--- src/rtl/gpio_irq_pkg.sv ---
package gpio_irq_pkg;
  localparam int PINS = 8;

  typedef struct packed {
    logic [PINS-1:0] setBits;
    logic [PINS-1:0] clrBits;
  } irqStrobes_t;
endpackage

--- src/rtl/gpio_irq_ctrl.sv ---
module gpio_irq_ctrl
  import gpio_irq_pkg::*;
#(
  parameter logic [PINS-1:0] PIN_RESET = '0
) (
  input  logic            clk,
  input  logic            rstN,
  input  logic [PINS-1:0] pinIn,
  input  logic [PINS-1:0] pinDir,
  input  logic [PINS-1:0] senseLevel,
  input  logic [PINS-1:0] bothEdges,
  input  logic [PINS-1:0] eventPol,
  input  logic            clrStrobe,
  input  logic [PINS-1:0] clrData,
  output irqStrobes_t     strobes
);
  logic [PINS-1:0] prevIn;
  logic [PINS-1:0] hit;

  // previous sample follows every pin, so a direction change causes no edge
  always_ff @(posedge clk) begin
    if (!rstN) prevIn <= PIN_RESET;
    else       prevIn <= pinIn;
  end

  for (genvar i = 0; i < PINS; i++) begin : g_pin
    logic polMatch;
    logic changed;
    logic edgeHit;
    assign polMatch = ~(pinIn[i] ^ eventPol[i]);
    assign changed  = pinIn[i] ^ prevIn[i];
    assign edgeHit  = changed & (bothEdges[i] | polMatch);
    assign hit[i]   = ~pinDir[i] & (senseLevel[i] ? polMatch : edgeHit);
  end

  always_comb begin
    strobes.setBits = hit;
    strobes.clrBits = clrStrobe ? clrData : '0;
  end
endmodule

--- src/rtl/gpio_irq_status.sv ---
module gpio_irq_status
  import gpio_irq_pkg::*;
(
  input  logic            clk,
  input  logic            rstN,
  input  irqStrobes_t     strobes,
  input  logic [PINS-1:0] irqMask,
  output logic [PINS-1:0] rawStatus,
  output logic [PINS-1:0] maskedStatus,
  output logic            irqOut
);
  logic [PINS-1:0] statusQ;

  // set wins over a clear in the same clock
  always_ff @(posedge clk) begin
    if (!rstN) statusQ <= '0;
    else       statusQ <= (statusQ & ~strobes.clrBits) | strobes.setBits;
  end

  assign rawStatus    = statusQ;
  assign maskedStatus = statusQ & irqMask;
  assign irqOut       = |maskedStatus;
endmodule

--- src/rtl/gpio_irq_detect.sv ---
module gpio_irq_detect
  import gpio_irq_pkg::*;
#(
  parameter logic [7:0] PIN_RESET = 8'h00
) (
  input  logic       clk,
  input  logic       rstN,
  input  logic [7:0] pinIn,
  input  logic [7:0] pinDir,
  input  logic [7:0] senseLevel,
  input  logic [7:0] bothEdges,
  input  logic [7:0] eventPol,
  input  logic [7:0] irqMask,
  input  logic       clrStrobe,
  input  logic [7:0] clrData,
  output logic [7:0] rawStatus,
  output logic [7:0] maskedStatus,
  output logic       irqOut
);
  irqStrobes_t strobes;

  gpio_irq_ctrl #(.PIN_RESET(PIN_RESET)) u_ctrl (
    .clk(clk), .rstN(rstN), .pinIn(pinIn), .pinDir(pinDir),
    .senseLevel(senseLevel), .bothEdges(bothEdges), .eventPol(eventPol),
    .clrStrobe(clrStrobe), .clrData(clrData), .strobes(strobes)
  );

  gpio_irq_status u_status (
    .clk(clk), .rstN(rstN), .strobes(strobes), .irqMask(irqMask),
    .rawStatus(rawStatus), .maskedStatus(maskedStatus), .irqOut(irqOut)
  );
endmodule

--- config.mk ---
export PLATFORM = sky130hd
export DESIGN_NAME = gpio_irq_detect
export DESIGN_NICKNAME = d
export VERILOG_FILES = /design/src/rtl/gpio_irq_pkg.sv /design/src/rtl/gpio_irq_ctrl.sv /design/src/rtl/gpio_irq_status.sv /design/src/rtl/gpio_irq_detect.sv
export SDC_FILE = /design/constraint.sdc
export NUM_CORES = 1
export LEC_CHECK = 0
export BUFFER_PORTS_ARGS = -buffer_cell sky130_fd_sc_hd__clkbuf_2
export CAP_MARGIN = 25
export CELL_PAD_IN_SITES_DETAIL_PLACEMENT = 2
export CELL_PAD_IN_SITES_GLOBAL_PLACEMENT = 2
export CORE_MARGIN = 4
export CORE_UTILIZATION = 19
export CTS_CLUSTER_DIAMETER = 30
export DETAILED_ROUTE_END_ITERATION = 8
export PLACE_DENSITY_LB_ADDON = 0.1
export SYNTH_ARGS = -nofsm -noshare
export SYNTH_HDL_FRONTEND = slang
export SYNTH_SLANG_ARGS = --single-unit
export TNS_END_PERCENT = 5
--- constraint.sdc ---
create_clock -name clk -period 2.7 [get_ports clk]
set_clock_uncertainty 0.1 [all_clocks]
set_input_delay 0.135 -clock clk [delete_from_list [all_inputs] [get_ports clk]]
set_output_delay 0.135 -clock clk [all_outputs]
set_load 0.03 [all_outputs]
== After elaboration in Yosys (flattened, before gate mapping) ==
Index checks and enable logic that the tools add are counted.

* Mux-type cells: 9
* Bitwise logic cells: 60
* Reductions and logical operators: 1

{| class="wikitable"
|+ Operators by type and width
! kind !! number
|-
| AND 1 bit || 16
|-
| AND 8 bit || 2
|-
| inverter 1 bit || 16
|-
| bitwise XOR 1 bit || 16
|-
| 2-to-1 mux 1 bit || 8
|-
| 2-to-1 mux 8 bit || 1
|-
| inverter 8 bit || 1
|-
| OR 1 bit || 8
|-
| OR 8 bit || 1
|-
| OR reduction 8 bit || 1
|}

* Register bits after elaboration: 16
* Input bits: 59
* Output and inout bits: 17
* Word-level logic and storage cells: 72

== Longest topological paths before layout ==
* Depth in word-level cells: 7
* Depth in mapped cells: 4
* Gate-level depth less buffers: 3

== Hierarchy ==
A second synthesis with hierarchy kept.

* Cells, all modules: 100
* Area, all modules: 958.4 um^2

{| class="wikitable"
|+ Modules (own cells, without submodules)
! module !! instances !! cells an instance !! area each (um^2) !! seq. area each (um^2)
|-
| gpio_irq_ctrl || 1 || 64 || 610.6 || 160.2
|-
| gpio_irq_status || 1 || 36 || 347.8 || 160.2
|}

== Worst setup path before layout ==
No wires, ideal clock.

* Path kind: register to output
* Start point: reg u_status.statusQ[1] (netlist: u_status.rawStatus[1])
* End point: out irqOut
* Arrival time: 1.836 ns
* Data required time: 2.465 ns
* Path slack: 0.629 ns
* Stages on the path, launching flop included: 4
* Path buffers: 0
* Cells stage by stage: dfxtp_1 -> and2_1 -> or4_1 -> or4_1

* Word-level cells in the longest chain between the ends: 2

{| class="wikitable"
|+ RTL lines
! what !! RTL line !! RTL
|-
| from (decl) || gpio_irq_status.sv:12 || <nowiki>logic [PINS-1:0] statusQ;</nowiki>
|-
| from (signal assigned) || gpio_irq_status.sv:17 || <nowiki>else statusQ <= (statusQ & ~strobes.clrBits) | strobes.setBits;</nowiki>
|-
| AND 8 bit || gpio_irq_status.sv:21 || <nowiki>assign maskedStatus = statusQ & irqMask;</nowiki>
|-
| named net maskedStatus[1] || gpio_irq_detect.sv:17 || <nowiki>output logic [7:0] maskedStatus,</nowiki>
|-
| OR reduction 8 bit || gpio_irq_status.sv:22 || <nowiki>assign irqOut = |maskedStatus;</nowiki>
|-
| to (decl) || gpio_irq_detect.sv:18 || <nowiki>output logic irqOut</nowiki>
|}

The timed path passes the listed nets, and every way through them passes these cells.

== Worst setup path in the final report ==
* Start point: reg u_status.statusQ[2] (netlist: u_status.rawStatus[2])
* End point: out irqOut

* Word-level cells in the longest chain between the ends: 2

{| class="wikitable"
|+ RTL lines
! what !! RTL line
|-
| AND 8 bit || gpio_irq_status.sv:21
|-
| OR reduction 8 bit || gpio_irq_status.sv:22
|}

No other way between the ends.

==> impl_metrics.yaml <==
yosys:
  synth.area.top_cells: "dfxtp_1 37%, and2_1 11%, xnor2_1 8.2%"
  netlist_area_um2: 856
  avgSynthCellArea_um2: 8.39
  yosysSeqAreaShare_pct: 37.4
  yosys.area.top_type: "dfxtp_1"
  synth.top_cell.area_share_pct: 37.4
  syn_nets: 161
  synth-seq-cells: 16
  yosys_warnings: 0
  synth_cell_type_count: 15
  synth_cells: 102
floorplanning:
  die_h_um: 75.1
  initial_core_util_pct: 19.7
  die_area_um2: 5640
  coreArea_um2: 4350
  die_w_um: 75.1
  io_pins: 76
  rows: 24
clocking:
  cts_root_buf: "clkbuf_8"
  clock_path_buffers: 2
  htreeDepth: 1
  holdBufCountCts: 0
  cts_tree: "built"
  cts_buffers: 3
  post_cts_buffers: 0
  clock_sink_count: 16
  clk_pin_slew_ns: 0.06
  clock_latency_ns: 0.25
  ctsResizeCount: 0
detailed_routing:
  drtIter0Drc: 32
  num_vias: 1006
  wire_per_inst_um: 13.5
  drt_wl_total_mm: 3.09
  viasPerCell: 4.39
  drt_first_pass_iters: 4
  drc: 0
  ant_nets: 0
setup_path:
  critPathSlowestCell: "or4_1"
  rrSetupSlack_ns: 1.78
  regToRegEndpoint: "u_status.rawStatus[5]$_SDFF_PN0_"
  crit_buf_inv: 1
  crit_path_end_kind: "primary output"
  cp.depth: 4
  path_max_fanout: 3
  cpLargestDelayFamily: "simple AND/OR/NAND/NOR gates"
  startpoint_type: "register"
  arrival_ns: 1.93
  r2r.worst_path.cells: 3
  max_stage_delay_ns: 0.54
  worstReg2RegStart: "u_ctrl.prevIn[5]$_SDFF_PN0_"
  cp_common_cell: "or4_1"
  path_cells: "and2_4, or4_1, or4_1, clkbuf_2"
  worst_ep_required_time_ns: 2.47
  critical_path_class: "reg2out"
pwr:
  power_uw: 632
  p_leak_nw: 0.670
  p_sw_uw: 196
  seq_power_share_pct: 41.9
  p_per_area_nw_per_um2: 477
  switching_share_pct: 31.1
  clockPowerShare_pct: 28.9
  p_int_uw: 436
  p_comb_share_pct: 29.3
  ir_drop_mv: 0.189
final_layout:
  drive_gt1_share_pct: 45.2
  antennaDiodeCount: 0
  final_core_util_pct: 30.5
  instances_no_fill: 229
  nets: 238
  area_delta_synth_final_pct: 55.0
global_routing:
  grt_use_met1_pct: 12.0
  grt_pass1_wl_mm: 4.76
  grt_overflow: 0
  grt_use_met3_pct: 3.87
  grt_max_degree: 25
  grt_use_met2_pct: 19.6
  grt_use_total_pct: 11.3
  antenna_found_initial: 0
  grt_pass1_vias: 1116
  top_usage_layer: "met2"
min_path:
  hold_start: "pinIn[2]"
  whs_path_depth: 2
  hold_path.class: "in2reg"
  worstHoldEndpoint: "u_ctrl.prevIn[2]$_SDFF_PN0_"
sta:
  hold_viol: 0
  fin_crit_sh_pct: 80.1
  setup_tns_ns: 0
  fmax_mhz: 463
  finalSetupViolCount: 0
  period_needed_ns: 2.16
  slew_headroom_pct: 68.2
  worstMarginPinSlew_ns: 0.477
  grt_setup_unrepaired: "no"
  slew_violations: 0
flow_run:
  drv_cap: 0
placement:
  dp_hpwl_mm: 2.64
  port-buffer-count: 75
  gp_congestion: 0.658
  dp.cells: 226
run_status:
  status: "finished, final reports clean"
[sequential cells by signal, summed over array words and instances (netlist names)]
signal,cells
u_status.rawStatus,8
u_ctrl.prevIn,8
[cell usage in the layout, fill, tap and decap left out]
| cell type | Yosys | final |
|---|---|---|
| xnor2_1 | 8 | 8 |
| xor2_1 | 8 | 8 |
| and2_1 | 15 | 15 |
| nand2b_1 | 8 | 8 |
| clkbuf_8 | 0 | 3 |
| o22ai_1 | 8 | 8 |
| or4_1 | 2 | 2 |
| and2_4 | 1 | 1 |
| dfxtp_1 | 16 | 16 |
| nand3_1 | 8 | 8 |
| nand2_1 | 8 | 8 |
| o21ai_0 | 8 | 8 |
| nor2b_1 | 8 | 8 |
| clkbuf_2 | 0 | 75 |
| or2_2 | 1 | 1 |
[cell families (layout without fill, tap and decap cells)]
family,count (synthesis),after routing,synth area share [%]
compound gates,16,16,10.5
simple gates,51,51,34.4
buf+inv,3,78,1.32
xor+xnor,16,16,16.4
flops,16,16,37.4
[power by group through the flow]
stage / registers (mW) / logic (mW) / clock network [mW]
final: 0.265 / 0.185 / 0.183
after global routing: 0.267 / 0.206 / 0.209
after CTS: 0.265 / 0.191 / 0.197
after detailed placement: 0.270 / 0.190 / 0
after global placement: 0.269 / 0.185 / 0
after floorplan: 0.291 / 0.0832 / 0
[cells in the mapped netlist]
cell      count
clkbuf_1      2
nand2_1       8
dfxtp_1      16
nand2b_1      8
and2_1       15
nor2b_1       8
o22ai_1       8
buf_1         1
o21ai_0       8
nand3_1       8
and2_4        1
xnor2_1       8
or4_1         2
or2_2         1
xor2_1        8
[worst max path at each step]
stage / start / end / slack [ns]
floorplan: u_status.rawStatus[1]$_SDFF_PN0_ / irqOut / 0.63
global placement: u_status.rawStatus[2]$_SDFF_PN0_ / irqOut / 0.80
detailed placement: u_status.rawStatus[1]$_SDFF_PN0_ / irqOut / 0.78
CTS: u_status.rawStatus[2]$_SDFF_PN0_ / irqOut / 0.49
global route: u_status.rawStatus[1]$_SDFF_PN0_ / irqOut / 0.42
finish: u_status.rawStatus[2]$_SDFF_PN0_ / irqOut / 0.54
[metal layers]
layer / vias up / wire, um
met4: 0 / 44
met2: 47 / 1550
met1: 466 / 1150
li1: 489 / -
met5: - / 0
met3: 4 / 346
[cell type report]
type                       count  area, um^2
timing repair buffer          75         375
sequential                    16         320
clock buffer                   3        41.3
fill                         521        3030
multi-input combinational     83         524
tap                           52        65.1
[through the flow]
step	setup WS [ns]	hold WS, ns	cell area, um^2
6_report	0.539	0.0430	1330
5_1_grt	0.418	0.0373	1330
4_1_cts	0.488	0.0389	1330
3_5_place_dp	0.776	0.303	1280
3_3_place_gp	0.801	0.295	1280
2_1_floorplan	0.629	0.157	856
(Power assumes the default switching activity.)
